## config.mk

```make
export PLATFORM = sky130hd
export DESIGN_NAME = acc_alu
export DESIGN_NICKNAME = d
export VERILOG_FILES = /design/src/rtl/acc_alu_pkg.sv /design/src/rtl/acc_alu_decode.sv /design/src/rtl/acc_alu_datapath.sv /design/src/rtl/acc_alu_state.sv /design/src/rtl/acc_alu.sv
export SDC_FILE = /design/constraint.sdc
export NUM_CORES = 1
export LEC_CHECK = 0
export BUFFER_PORTS_ARGS = -buffer_cell sky130_fd_sc_hd__buf_2
export CORE_MARGIN = 2
export CORE_UTILIZATION = 35
export CTS_BUF_LIST = sky130_fd_sc_hd__clkbuf_8
export DETAILED_ROUTE_END_ITERATION = 8
export HOLD_SLACK_MARGIN = 0.12
export PLACE_DENSITY = 0.59
export RECOVER_POWER = 100
export SETUP_SLACK_MARGIN = 0.15
export SLEW_MARGIN = 20
export SYNTH_ARGS = -nofsm -noshare
export SYNTH_HDL_FRONTEND = slang
export SYNTH_SLANG_ARGS = --single-unit
```

## constraint.sdc

```tcl
create_clock -name clk -period 4.95 [get_ports clk]
set_input_delay 0.495 -clock clk [delete_from_list [all_inputs] [get_ports clk]]
set_output_delay 0.495 -clock clk [all_outputs]
set_load 0.02 [all_outputs]
```

## src/rtl/acc_alu_pkg.sv

```systemverilog
package acc_alu_pkg;

   localparam logic [3:0] OP_SUBB = 4'b0000;
   localparam logic [3:0] OP_SUB  = 4'b0001;
   localparam logic [3:0] OP_MOVE = 4'b0010;
   localparam logic [3:0] OP_CMP  = 4'b0011;
   localparam logic [3:0] OP_ADDC = 4'b0100;
   localparam logic [3:0] OP_ADD  = 4'b0101;
   localparam logic [3:0] OP_OR   = 4'b1000;
   localparam logic [3:0] OP_AND  = 4'b1001;
   localparam logic [3:0] OP_XOR  = 4'b1010;
   localparam logic [3:0] OP_TEST = 4'b1011;

   typedef enum logic [1:0] {CIN_ZERO, CIN_ONE, CIN_FLAG} cin_sel_e;
   typedef enum logic [2:0] {RES_SUM, RES_PASS, RES_OR, RES_AND, RES_XOR} res_sel_e;

   typedef struct packed {
      logic     valid;
      logic     inv_opnd;
      cin_sel_e cin_sel;
      res_sel_e res_sel;
      logic     wr_acc;
      logic     upd_cv;
   } ctrl_t;

endpackage

```

## src/rtl/acc_alu_decode.sv

```systemverilog
module acc_alu_decode
   import acc_alu_pkg::*;
(
   input  logic [3:0] op_code,
   output ctrl_t      ctrl
);
   always_comb begin
      ctrl = '{valid: 1'b1, inv_opnd: 1'b0, cin_sel: CIN_ZERO,
               res_sel: RES_SUM, wr_acc: 1'b1, upd_cv: 1'b0};
      case (op_code)
         OP_SUBB: begin ctrl.inv_opnd = 1'b1; ctrl.cin_sel = CIN_FLAG; ctrl.upd_cv = 1'b1; end
         OP_SUB:  begin ctrl.inv_opnd = 1'b1; ctrl.cin_sel = CIN_ONE;  ctrl.upd_cv = 1'b1; end
         OP_CMP:  begin ctrl.inv_opnd = 1'b1; ctrl.cin_sel = CIN_ONE;  ctrl.upd_cv = 1'b1;
                        ctrl.wr_acc = 1'b0; end
         OP_ADDC: begin ctrl.cin_sel = CIN_FLAG; ctrl.upd_cv = 1'b1; end
         OP_ADD:  begin ctrl.upd_cv = 1'b1; end
         OP_MOVE: ctrl.res_sel = RES_PASS;
         OP_OR:   ctrl.res_sel = RES_OR;
         OP_AND:  ctrl.res_sel = RES_AND;
         OP_XOR:  ctrl.res_sel = RES_XOR;
         OP_TEST: begin ctrl.res_sel = RES_AND; ctrl.wr_acc = 1'b0; end
         default: begin ctrl.valid = 1'b0; ctrl.wr_acc = 1'b0; end
      endcase
   end
endmodule

```

## src/rtl/acc_alu_datapath.sv

```systemverilog
module acc_alu_datapath
   import acc_alu_pkg::*;
#(
   parameter int WIDTH  = 32,
   parameter bit RIPPLE = 1'b0
)(
   input  ctrl_t            ctrl,
   input  logic [WIDTH-1:0] mem_opnd,
   input  logic [WIDTH-1:0] acc,
   input  logic             carry_flag,
   output logic [WIDTH-1:0] result,
   output logic             cout,
   output logic             ovf
);
   localparam int MSB = WIDTH - 1;

   logic [WIDTH-1:0] add_a;
   logic [WIDTH-1:0] sum;
   logic             cin;

   assign add_a = ctrl.inv_opnd ? ~mem_opnd : mem_opnd;

   always_comb begin
      case (ctrl.cin_sel)
         CIN_ONE:  cin = 1'b1;
         CIN_FLAG: cin = carry_flag;
         default:  cin = 1'b0;
      endcase
   end

   generate
      if (RIPPLE) begin : g_ripple
         logic [WIDTH:0] chain;
         assign chain[0] = cin;
         for (genvar i = 0; i < WIDTH; i++) begin : g_bit
            assign sum[i]      = add_a[i] ^ acc[i] ^ chain[i];
            assign chain[i+1]  = (add_a[i] & acc[i]) | (chain[i] & (add_a[i] ^ acc[i]));
         end
         assign cout = chain[WIDTH];
      end else begin : g_infer
         logic [WIDTH:0] wide;
         assign wide = {1'b0, add_a} + {1'b0, acc} + {{WIDTH{1'b0}}, cin};
         assign sum  = wide[MSB:0];
         assign cout = wide[WIDTH];
      end
   endgenerate

   assign ovf = (add_a[MSB] == acc[MSB]) && (sum[MSB] != add_a[MSB]);

   always_comb begin
      case (ctrl.res_sel)
         RES_PASS: result = mem_opnd;
         RES_OR:   result = mem_opnd | acc;
         RES_AND:  result = mem_opnd & acc;
         RES_XOR:  result = mem_opnd ^ acc;
         default:  result = sum;
      endcase
   end
endmodule

```

## src/rtl/acc_alu_state.sv

```systemverilog
module acc_alu_state
   import acc_alu_pkg::*;
#(
   parameter int WIDTH = 32
)(
   input  logic             clk,
   input  logic             rst_n,
   input  logic             exec_en,
   input  ctrl_t            ctrl,
   input  logic [WIDTH-1:0] result,
   input  logic             cout,
   input  logic             ovf,
   output logic [WIDTH-1:0] acc_q,
   output logic             flag_c,
   output logic             flag_z,
   output logic             flag_n,
   output logic             flag_v
);
   localparam int MSB = WIDTH - 1;

   logic fire;
   assign fire = exec_en && ctrl.valid;

   always_ff @(posedge clk or negedge rst_n) begin
      if (!rst_n) begin
         acc_q  <= '0;
         flag_c <= 1'b0;
         flag_z <= 1'b0;
         flag_n <= 1'b0;
         flag_v <= 1'b0;
      end else if (fire) begin
         if (ctrl.wr_acc) acc_q <= result;
         if (ctrl.upd_cv) begin
            flag_c <= cout;
            flag_v <= ovf;
         end
         flag_z <= (result == '0);
         flag_n <= result[MSB];
      end
   end


   idle_hold_chk: assert property (@(posedge clk) disable iff (!rst_n)
      !exec_en |=> $stable(acc_q) && $stable({flag_c, flag_z, flag_n, flag_v}));


   undef_op_chk: assert property (@(posedge clk) disable iff (!rst_n)
      (exec_en && !ctrl.valid) |=> $stable(acc_q) && $stable({flag_c, flag_z, flag_n, flag_v}));


   no_writeback_chk: assert property (@(posedge clk) disable iff (!rst_n)
      (fire && !ctrl.wr_acc) |=> $stable(acc_q));


   zn_match_acc_chk: assert property (@(posedge clk) disable iff (!rst_n)
      (fire && ctrl.wr_acc) |=> (flag_z == (acc_q == '0)) && (flag_n == acc_q[MSB]));


   cv_kept_chk: assert property (@(posedge clk) disable iff (!rst_n)
      (fire && !ctrl.upd_cv) |=> $stable({flag_c, flag_v}));
endmodule

```

## src/rtl/acc_alu.sv

```systemverilog
module acc_alu
   import acc_alu_pkg::*;
#(
   parameter int WIDTH  = 32,
   parameter bit RIPPLE = 1'b0
)(
   input  logic             clk,
   input  logic             rst_n,
   input  logic             exec_en,
   input  logic [3:0]       op_code,
   input  logic [WIDTH-1:0] mem_opnd,
   output logic [WIDTH-1:0] acc_q,
   output logic             flag_c,
   output logic             flag_z,
   output logic             flag_n,
   output logic             flag_v
);
   generate
      if (WIDTH < 2) begin : g_bad_width
         $error("acc_alu: WIDTH must be at least 2");
      end
   endgenerate

   ctrl_t            ctrl;
   logic [WIDTH-1:0] result;
   logic             cout;
   logic             ovf;

   acc_alu_decode u_decode (
      .op_code (op_code),
      .ctrl    (ctrl)
   );

   acc_alu_datapath #(.WIDTH(WIDTH), .RIPPLE(RIPPLE)) u_datapath (
      .ctrl       (ctrl),
      .mem_opnd   (mem_opnd),
      .acc        (acc_q),
      .carry_flag (flag_c),
      .result     (result),
      .cout       (cout),
      .ovf        (ovf)
   );

   acc_alu_state #(.WIDTH(WIDTH)) u_state (
      .clk     (clk),
      .rst_n   (rst_n),
      .exec_en (exec_en),
      .ctrl    (ctrl),
      .result  (result),
      .cout    (cout),
      .ovf     (ovf),
      .acc_q   (acc_q),
      .flag_c  (flag_c),
      .flag_z  (flag_z),
      .flag_n  (flag_n),
      .flag_v  (flag_v)
   );
endmodule

```

Word level (Yosys, flattened, before mapping). Cells that the tools add are included.

Flip-flop bits (word level): 36. Latch bits: 0. RAM bits: 0. Memory bits (read-only): 0. Bits of input ports: 39. Memories: 0.

Add/sub/neg operators: 2. Multipliers: 0. Divide/modulo/power cells: 0. $lt $le $gt $ge: 0. Eq/ne operators: 17. Shift operators: 0. Multiplexer cells: 9. Bitwise gates (word level): 4. Reductions and logical operators: 13.

Operators with widths (count): case mux 32 bit (4 select lines) (1); adder 32 x 32 -> 33 bit (1); adder 33 x 1 -> 33 bit (1); bitwise AND 32 bit (1); zero test 32 bit (1); two-way mux 32 bit (1); NOT 32 bit (1); bitwise OR 32 bit (1); bitwise XOR 32 bit (1); equality test 4 bit (second input constant) (4); case mux 3 bit (4 select lines) (1); OR reduction 10 bit (1); equality test 4 x 2 -> 1 bit (second input constant) (2); equality test 4 x 3 -> 1 bit (second input constant) (2); OR reduction 8 bit (1); equality test 3 x 2 -> 1 bit (second input constant) (2); OR reduction 2 bit (3); OR reduction 5 bit (1); equality test 4 x 1 -> 1 bit (second input constant) (1); zero test 4 bit (1); two-way mux 1 bit (4); case mux 2 bit (2 select lines) (1); AND reduction 2 bit (2); equality test 3 x 1 -> 1 bit (second input constant) (1); 8 further kinds (9).

Depth between registers and ports, before layout. Gate-level depths: netlist of the first run.

Word-level depth: 8. Gate-level depth with buffers: 20. Depth with buffers taken out: 18.

Modules after synthesis. From an unflattened synthesis of the first run, not the netlist that was laid out.

Cell total of the unflattened synthesis: 674. Area, all modules: 5779.3 um2.

Modules (own cells, without submodules): acc_alu_datapath (times used 1, cells an instance 571, area an instance 4140.2 um2); acc_alu_state (times used 1, cells an instance 89, area an instance 1541.5 um2); acc_alu_decode (times used 1, cells an instance 14, area an instance 97.6 um2).

Worst setup path before layout of the first run. No wires, ideal clock.

Path type: input to register. Start: in op_code[3]. End: reg u_state.flag_z. Library setup time: 92 ps. Data arrival time: 5300 ps. Required time: 4858 ps. Slack: -441 ps. Cell stages on the path: 18. Path through: clkbuf_1 -> clkbuf_1 -> nor2_1 -> nand2_1 -> buf_1 -> xnor2_1 -> fa_1 -> fa_1 -> nand2b_1 -> a21oi_1 -> nor2_1 -> o311ai_1 -> xnor2_1 -> a21oi_1 -> or4b_1 -> or4_1 -> or4_1 -> o31ai_2.

Word-level cells in the longest chain between the ends: 8. Elaborated cells on any way between the ends: 32.

Ends and longest elaborated chain: start: declaration (line acc_alu.sv:10) `input logic [3:0] op_code,`; equality test 4 x 1 -> 1 bit (tied with other cells) (line acc_alu_decode.sv:10) `case (op_code)`; OR reduction 3 bit (no source line) / OR reduction 2 bit (equally long branches); two-way mux 1 bit / case mux 2 bit (2 select lines) (equally long branches) (line acc_alu_decode.sv:10); two-way mux 32 bit (tied with other cells) (line acc_alu_datapath.sv:21) `assign add_a = ctrl.inv_opnd ? ~mem_opnd : mem_opnd;`; adder 32 x 32 -> 33 bit / case mux 1 bit (2 select lines) (equally long branches) (line acc_alu_datapath.sv:42, acc_alu_datapath.sv:24); adder 33 x 1 -> 33 bit (line acc_alu_datapath.sv:42) `assign wide = {1'b0, add_a} + {1'b0, acc} + {{WIDTH{1'b0}}, cin};`; case mux 32 bit (4 select lines) (line acc_alu_datapath.sv:51) `case (ctrl.res_sel)`; zero test 32 bit (line acc_alu_state.sv:37) `flag_z <= (result == '0);`; end signal: assignment (line acc_alu_state.sv:37); end: declaration (line acc_alu_state.sv:15) `output logic flag_z,`.

Several ways; a longest one is shown, not always the timed one. A chain may end at the register's enable or synchronous reset.

Worst setup path in the final report of the first run. Same ends and word-level chain as after synthesis.

==> impl_results.md, run 1 <==
* P_leak at 0.003155 uW
* Worst-margin pin slew at 2.341 ns
* Min-delay src: u_state.flag_v
* Post-Layout Cell Count at 1068
* R2R Setup Slk at 0.49 ns
* Synth Cell Area at 5837 um^2
* DPL Wire Length at 15030 um
* Maxcap violations at 1
* Cell count after synthesis at 755
* CP required at 5.20 ns
* Die W at 133.1 um
* Prevailing post-synth register cell: dfrtp_1
* CTS max path bufs at 2
* Via count at 5922
* Post-DRT Antenna Nets at 0
* Inst Count DP at 1060
* Die H at 133.1 um
* Root Driver: clkbuf_8
* Fillers at 1782
* Final number of max-transition violations at 37
* Drt first pass iters at 7
* Power Density at 556.6 nW/um^2
* Ys async rst share at 100.0%
* Setup violations, final at 0
* Clk sinks at 36
* Die area at 17730 um^2
* Worst hold slack at 0.4882 ns
* CTS HTree Levels at 2
* Number of global-route vias before repair at 5475
* Drt total wl at 19450 um
* Status: complete, but fails checks
* Post-CTS Setup Bufs at 0
* Detailed Route Iter0 Violations at 411
* Rows at 47
* Initial Utilization at 35.45%
* Startpoint Class: primary input
* DR WL/cell at 18.21 um
* R2R depth at 14
* Total track usage at 22.19%
* Residual overflow from global routing at 0
* Number of synthesized flops with an enable pin at 0
* Post-route DRC at 0
* Max-slew headroom at -56.05%
* Mapped Nets at 893
* Worst Skew at 0.01153 ns
* Largest net degree at the start of global routing at 37
* Fmax at 209.1 MHz
* CTS tree: done
* Hold Path Sink: u_state.flag_v
* Crit path time final at 4.782 ns
* CP Capture Type: flop
* Reg2reg end: u_state.flag_z
* First-pass GRT wire length at 30860 um
* Final #Nets at 985
* Initial antenna violation count at 0
* Synth cell types at 68
* CTS Buf Count at 5
* RSZ-0062 raised after global routing: false
* Final Hold Fails at 0
* Crit-path max FO at 3
* Core area at 16470 um^2
* Seq/Total Area, Yosys at 15.43%
* Syn avg cell area at 7.731 um^2
* VDD IR-drop max at 0.1627 mV
* Fraction of layout cells with a size suffix above 1 at 15.21%
* # IOs at 75
* Violated checks: max-capacitance violations, max-slew violations
* Clock latency on the worst-skew pair at 0.33 ns
* Clk slew on worst S/H paths at 0.09 ns
* Worst hold path stage count at 2
* Hold Path Class: reg2reg
* R2r startpoint: u_state.flag_c
* Final period util at 96.60%
* Critical setup path kind: in2reg
* Synth warnings at 0
* Arrival time worst endpoint at 5.03 ns
* Number of diodes at 0
* Synth Register Bits at 36
* Vias/cell at 5.545
* Layout area overhead at 16.89%
* Final GP Congestion at 0.9990
* I/O Buffers at 74
## power by group
group | leakage (uW) | switching, uW | total [uW] | internal (uW)
clock network | 0.0000541 | 143 | 292 | 149
registers | 0.000436 | 207 | 639 | 432
logic | 0.00266 | 1690 | 2870 | 1180
total | 0.00315 | 2040 | 3800 | 1760
## area by class of cell
class	instances	area [um^2]	area share [%]
clock buffer	5	68.82	1.009
clock inverter	3	42.54	0.6235
inverter	80	300.3	4.401
multi-input combinational	600	4523	66.29
sequential	36	900.9	13.20
tap	220	275.3	4.034
timing repair buffer	124	711.9	10.43
## worst max-delay path by stage
| stage | start | endpoint | slack [ns] |
|---|---|---|---|
| global placement | op_code[3] | u_state.flag_z | 0.04 |
| finish | op_code[3] | u_state.flag_z | 0.17 |
| global route | op_code[3] | u_state.flag_z | 0.08 |
| CTS | op_code[3] | u_state.flag_z | 0.33 |
| detailed placement | op_code[3] | u_state.flag_z | -0.007 |
| floorplan | op_code[3] | u_state.flag_z | 0.16 |
## cells by family after synthesis
| kind of cell | count (synthesis) | share of synthesized area, % |
|---|---|---|
| buffers and inverters | 119 | 8.231 |
| flip-flops | 36 | 15.43 |
| adder cells (fa/ha/maj) | 99 | 21.48 |
| AO/OA/AOI/OAI | 248 | 28.34 |
| XOR/XNOR | 57 | 8.553 |
| AND/OR/NAND/NOR | 184 | 15.71 |
| multiplexers | 12 | 2.251 |
## flip-flops by register name, indices dropped and copies added, names as in the netlist
| name | count |
|---|---|
| u_state.flag_n | 1 |
| u_state.flag_z | 1 |
| u_state.acc_q | 32 |
| u_state.flag_v | 1 |
| u_state.flag_c | 1 |
## per-stage QoR
stage               instance area (um^2)  utilization, %  setup WS (ns)  power (uW)  setup TNS, ns
CTS                                 6860           41.66         0.3337        3801              0
global route                        6823           41.44        0.07619        4139              0
detailed placement                  6749           40.99      -0.006675        3486      -0.006675
global placement                    6749           40.99        0.03699        3491              0
finish                              6823           41.44         0.1683        3798              0
floorplan                           5909               -         0.1554        2576              0
## layer usage
metal / vias up / part of all wire [%] / GRT usage [%]
met4: 0 / 1.6 / 5.615
met5: - / 0 / 0
met3: 17 / 5.6 / 2.892
met2: 186 / 43 / 34.25
met1: 2808 / 49 / 32.71
li1: 2911 / - / -
## cells in the mapped netlist, types with 7 or more instances
cell type / instances / area [um^2]
a211oi_1: 8 / 60.06
a21o_1: 15 / 112.6
a21oi_1: 67 / 335.3
a222oi_1: 7 / 70.07
a22oi_1: 10 / 75.07
buf_4: 7 / 52.55
clkbuf_1: 21 / 78.83
dfrtp_1: 36 / 900.9
ha_1: 97 / 1214
inv_1: 79 / 296.5
mux2_2: 9 / 101.4
nand2_1: 53 / 198.9
nand2b_1: 8 / 50.05
nand3_1: 8 / 40.04
nand4_1: 12 / 75.07
nor2_1: 43 / 161.4
nor3_1: 16 / 80.08
o211ai_1: 9 / 67.56
o21ai_0: 55 / 275.3
o21bai_1: 10 / 75.07
o221ai_1: 8 / 70.07
xnor2_1: 49 / 429.2
xor2_1: 8 / 70.07
## layout by cell type (no fill, tap or decap), types with 5 or more instances in the layout
cell	n
o211ai_1	9
nand2b_1	7
nor2_1	42
a211oi_1	7
buf_2	37
nand2_1	52
xnor2_1	49
xor2_1	8
nor2b_1	6
nor4_1	5
o221ai_1	8
and3_1	6
a22oi_1	10
clkbuf_8	5
mux2_2	9
nor3_1	14
dfrtp_1	36
a22o_1	6
nand3_1	8
o31a_1	5
a21o_1	15
clkbuf_1	37
o21bai_1	10
a21oi_1	66
inv_1	79
ha_1	97
o21ai_0	54
nand4_1	12
a222oi_1	7
a31oi_1	6
a221oi_1	5
or3_1	5
buf_4	49
## worst max-delay path, cell delays in order
cell and delay (ns):
buf_2 0.13, nor2_4 0.12, nand2_1 0.08, ha_1 0.29
or2_4 0.25, fa_1 0.48, fa_2 0.40, nand2b_4 0.18
a21oi_2 0.18, nor2_1 0.10, xor2_1 0.26, o211ai_1 0.20
nor4_1 0.35, nand4_1 0.20, or4_2 0.59, or4_1 0.55
o31ai_2 0.18
## what timing repair did
item | 4_1_cts | 5_1_grt
gates resized for setup | 0 | 3
setup endpoints to repair | 0 | 1
hold buffers | 0 | 0
(Power assumes the default switching activity.)
==> run 2, diff against run 1 <==
Settings changed: CELL_PAD_IN_SITES_DETAIL_PLACEMENT from default to 1, CELL_PAD_IN_SITES_GLOBAL_PLACEMENT from default to 1, PLACE_DENSITY 0.59 to 0.73.
==> impl_results.md, run 2 (same netlist as run 1, synthesis figures left out) <==
* CP max-delay cell: or4b_4 (was or4_2)
* Grt met2 use at 39.75% (was 34.25%)
* RSZ-0062 raised after global routing: false (unchanged)
* Met1 Use GR at 32.61% (was 32.71%)
* Via count at 6062 (was 5922)
* Die W at 133.1 um (unchanged)
* First-pass GRT wire length at 33510 um (was 30860 um)
* CP required at 5.19 ns (was 5.20 ns)
* Final GP Congestion at 0.9176 (was 0.9990)
* Die H at 133.1 um (unchanged)
* Post-DRT Antenna Nets at 0 (unchanged)
* Drt total wl at 20860 um (was 19450 um)
* Cell family with most CP delay: simple AND/OR/NAND/NOR gates (unchanged)
* Final #Nets at 985 (unchanged)
* Worst Path Buf+Inv at 1 (unchanged)
* P_leak at 0.003144 uW (was 0.003155 uW)
* Crit path time final at 4.628 ns (was 4.782 ns)
* Number of diodes at 0 (unchanged)
* Met3 Track Usage GR at 3.196% (was 2.892%)
* Final Hold Fails at 0 (unchanged)
* Layout area overhead at 17.41% (was 16.89%)
* Vias/cell at 5.676 (was 5.545)
* Critical Path, Cell by Cell: buf_2, nor2_4, nand2_1, ha_1, or2_4, fa_2, fa_2, nand2b_4, a21oi_4, o21ai_1, xnor2_1, a21oi_1, nand4_1, or4b_4, or4_1, or4_1, o31ai_2 (was buf_2, nor2_4, nand2_1, ha_1, or2_4, fa_1, fa_2, nand2b_4, a21oi_2, nor2_1, xor2_1, o211ai_1, nor4_1, nand4_1, or4_2, or4_1, o31ai_2)
* Power Density at 567.8 nW/um^2 (was 556.6 nW/um^2)
* Worst-margin pin slew at 2.337 ns (was 2.341 ns)
* Total track usage at 23.89% (was 22.19%)
* R2r startpoint: u_state.flag_c (unchanged)
* Fillers at 2064 (was 1782)
* Biggest register: u_state.acc_q (unchanged)
* Fraction of layout cells with a size suffix above 1 at 16.16% (was 15.21%)
* Final period util at 93.49% (was 96.60%)
* Die area at 17730 um^2 (unchanged)
* Maxcap violations at 2 (was 1)
* Hold buffers post-CTS at 0 (unchanged)
* Slowest stage delay, CP at 0.55 ns (was 0.59 ns)
* Busiest grt layer: met2 (unchanged)
* Clk sinks at 36 (unchanged)
* DR WL/cell at 19.54 um (was 18.21 um)
* Violated checks: max-capacitance violations, max-slew violations (unchanged)
* Residual overflow from global routing at 0 (unchanged)
* Commonest non-fill, non-tap cell in the layout: ha_1 (unchanged)
* Setup TNS Final at 0 ns (unchanged)
* Critical setup path kind: in2reg (unchanged)
* Most frequent cells in the layout: ha_1 (97), inv_1 (80), a21oi_1 (64) (was ha_1 (97), inv_1 (79), a21oi_1 (66))
* I/O Buffers at 74 (unchanged)
* CTS Buf Count at 5 (unchanged)
* Final setup margin at 0.3225 ns (was 0.1683 ns)
* Status: complete, but fails checks (unchanged)
* Max reg flops at 32 (unchanged)
* # IOs at 75 (unchanged)
* CP startpoint: op_code[2] (was op_code[3])
* Fmax at 216.1 MHz (was 209.1 MHz)
* Initial Utilization at 35.45% (unchanged)
* Min-delay src: u_state.flag_v (unchanged)
* Clk slew on worst S/H paths at 0.09 ns (about the same)
* DPL Wire Length at 16130 um (was 15030 um)
* Post-route DRC at 0 (unchanged)
* Startpoint Class: primary input (unchanged)
* CP Capture Type: flop (unchanged)
* Root Driver: clkbuf_8 (unchanged)
* Arrival time worst endpoint at 4.87 ns (was 5.03 ns)
* Max-slew headroom at -55.81% (was -56.05%)
* Final number of max-transition violations at 48 (was 37)
* CTS max path bufs at 2 (unchanged)
* Clock latency on the worst-skew pair at 0.33 ns (about the same)
* Drt first pass iters at 6 (was 7)
* Rows at 47 (unchanged)
* CTS tree: done (unchanged)
* CTS HTree Levels at 2 (unchanged)
* Hold Path Class: reg2reg (unchanged)
* Largest net degree at the start of global routing at 56 (was 37)
* Placement Setup Slack at -0.1237 ns (was -0.006675 ns)
* Initial antenna violation count at 0 (unchanged)
* Number of global-route vias before repair at 6156 (was 5475)
* Worst Skew at 0.01353 ns (was 0.01153 ns)
* Detailed Route Iter0 Violations at 285 (was 411)
* Setup violations, final at 0 (unchanged)
* VDD IR-drop max at 0.1638 mV (was 0.1627 mV)
* Crit-path max FO at 3 (unchanged)
* Core area at 16470 um^2 (unchanged)
==> run 2: changes by cell type in the layout (fill, tap and decap cells not counted), sizes merged <==
| cell | before | now |
|---|---|---|
| buf | 87 | 81 |
| clkbuf | 42 | 48 |
==> run 2: worst min-delay path: stages, from the launching register on <==
cell     delay [ns]
dfrtp_1        0.35
nand2_1        0.05
o31ai_1        0.06
==> run 2: layer usage <==
layer  share of wire [%]  vias up
met5                   0        -
met2                  46      133
met4                 1.8        0
met3                 4.2       26
li1                    -     2896
met1                  47     3007
==> run 2: worst paths after layout <==
kind | endpoint | slack [ns] | cells past startpoint
max in group asynchronous | u_state.acc_q[24] | 2.76 | 1
max | u_state.flag_z | 0.32 | 17
min in group asynchronous | u_state.acc_q[15] | 0.86 | 1
max reg2reg | u_state.flag_z | 0.71 | 14
min reg2reg | u_state.flag_v | 0.49 | 2
min | u_state.flag_v | 0.49 | 2
==> run 2: report_power, final <==
group	internal [uW]	total, uW	switching [uW]
Sequential	432	648	216
Clock	150	298	148
Combinational	1180	2950	1760
Total	1770	3890	2130
==> run 2: area by class of cell <==
class / count / area (um^2) / share of cell area (%)
Timing Repair Buffer: 124 / 685.7 / 10.01
Multi-Input combinational cell: 600 / 4579 / 66.82
Clock buffer: 5 / 68.82 / 1.004
Tap cell: 220 / 275.3 / 4.017
Sequential cell: 36 / 900.9 / 13.15
Inverter: 80 / 300.3 / 4.382
Clock inverter: 3 / 42.54 / 0.6208
==> run 2: per-stage QoR <==
stage	total power [uW]	utilization, %	cells	instance area [um^2]	hold slack (ns)
after floorplan	2576	-	755	5909	0.1994
after global placement	3482	40.73	1056	6706	0.4597
after detailed placement	3527	40.73	1056	6706	0.4741
after CTS	3844	41.41	1064	6818	0.3331
after global routing	4249	41.62	1068	6853	0.5199
final	3891	41.62	1068	6853	0.4908
==> run 2: what timing repair did <==
item | in CTS | in global routing
resized for setup | 0 | 19
hold endpoints to repair | 0 | 0
buffers inserted | 0 | 4
endpoints found under the setup margin | 0 | 1
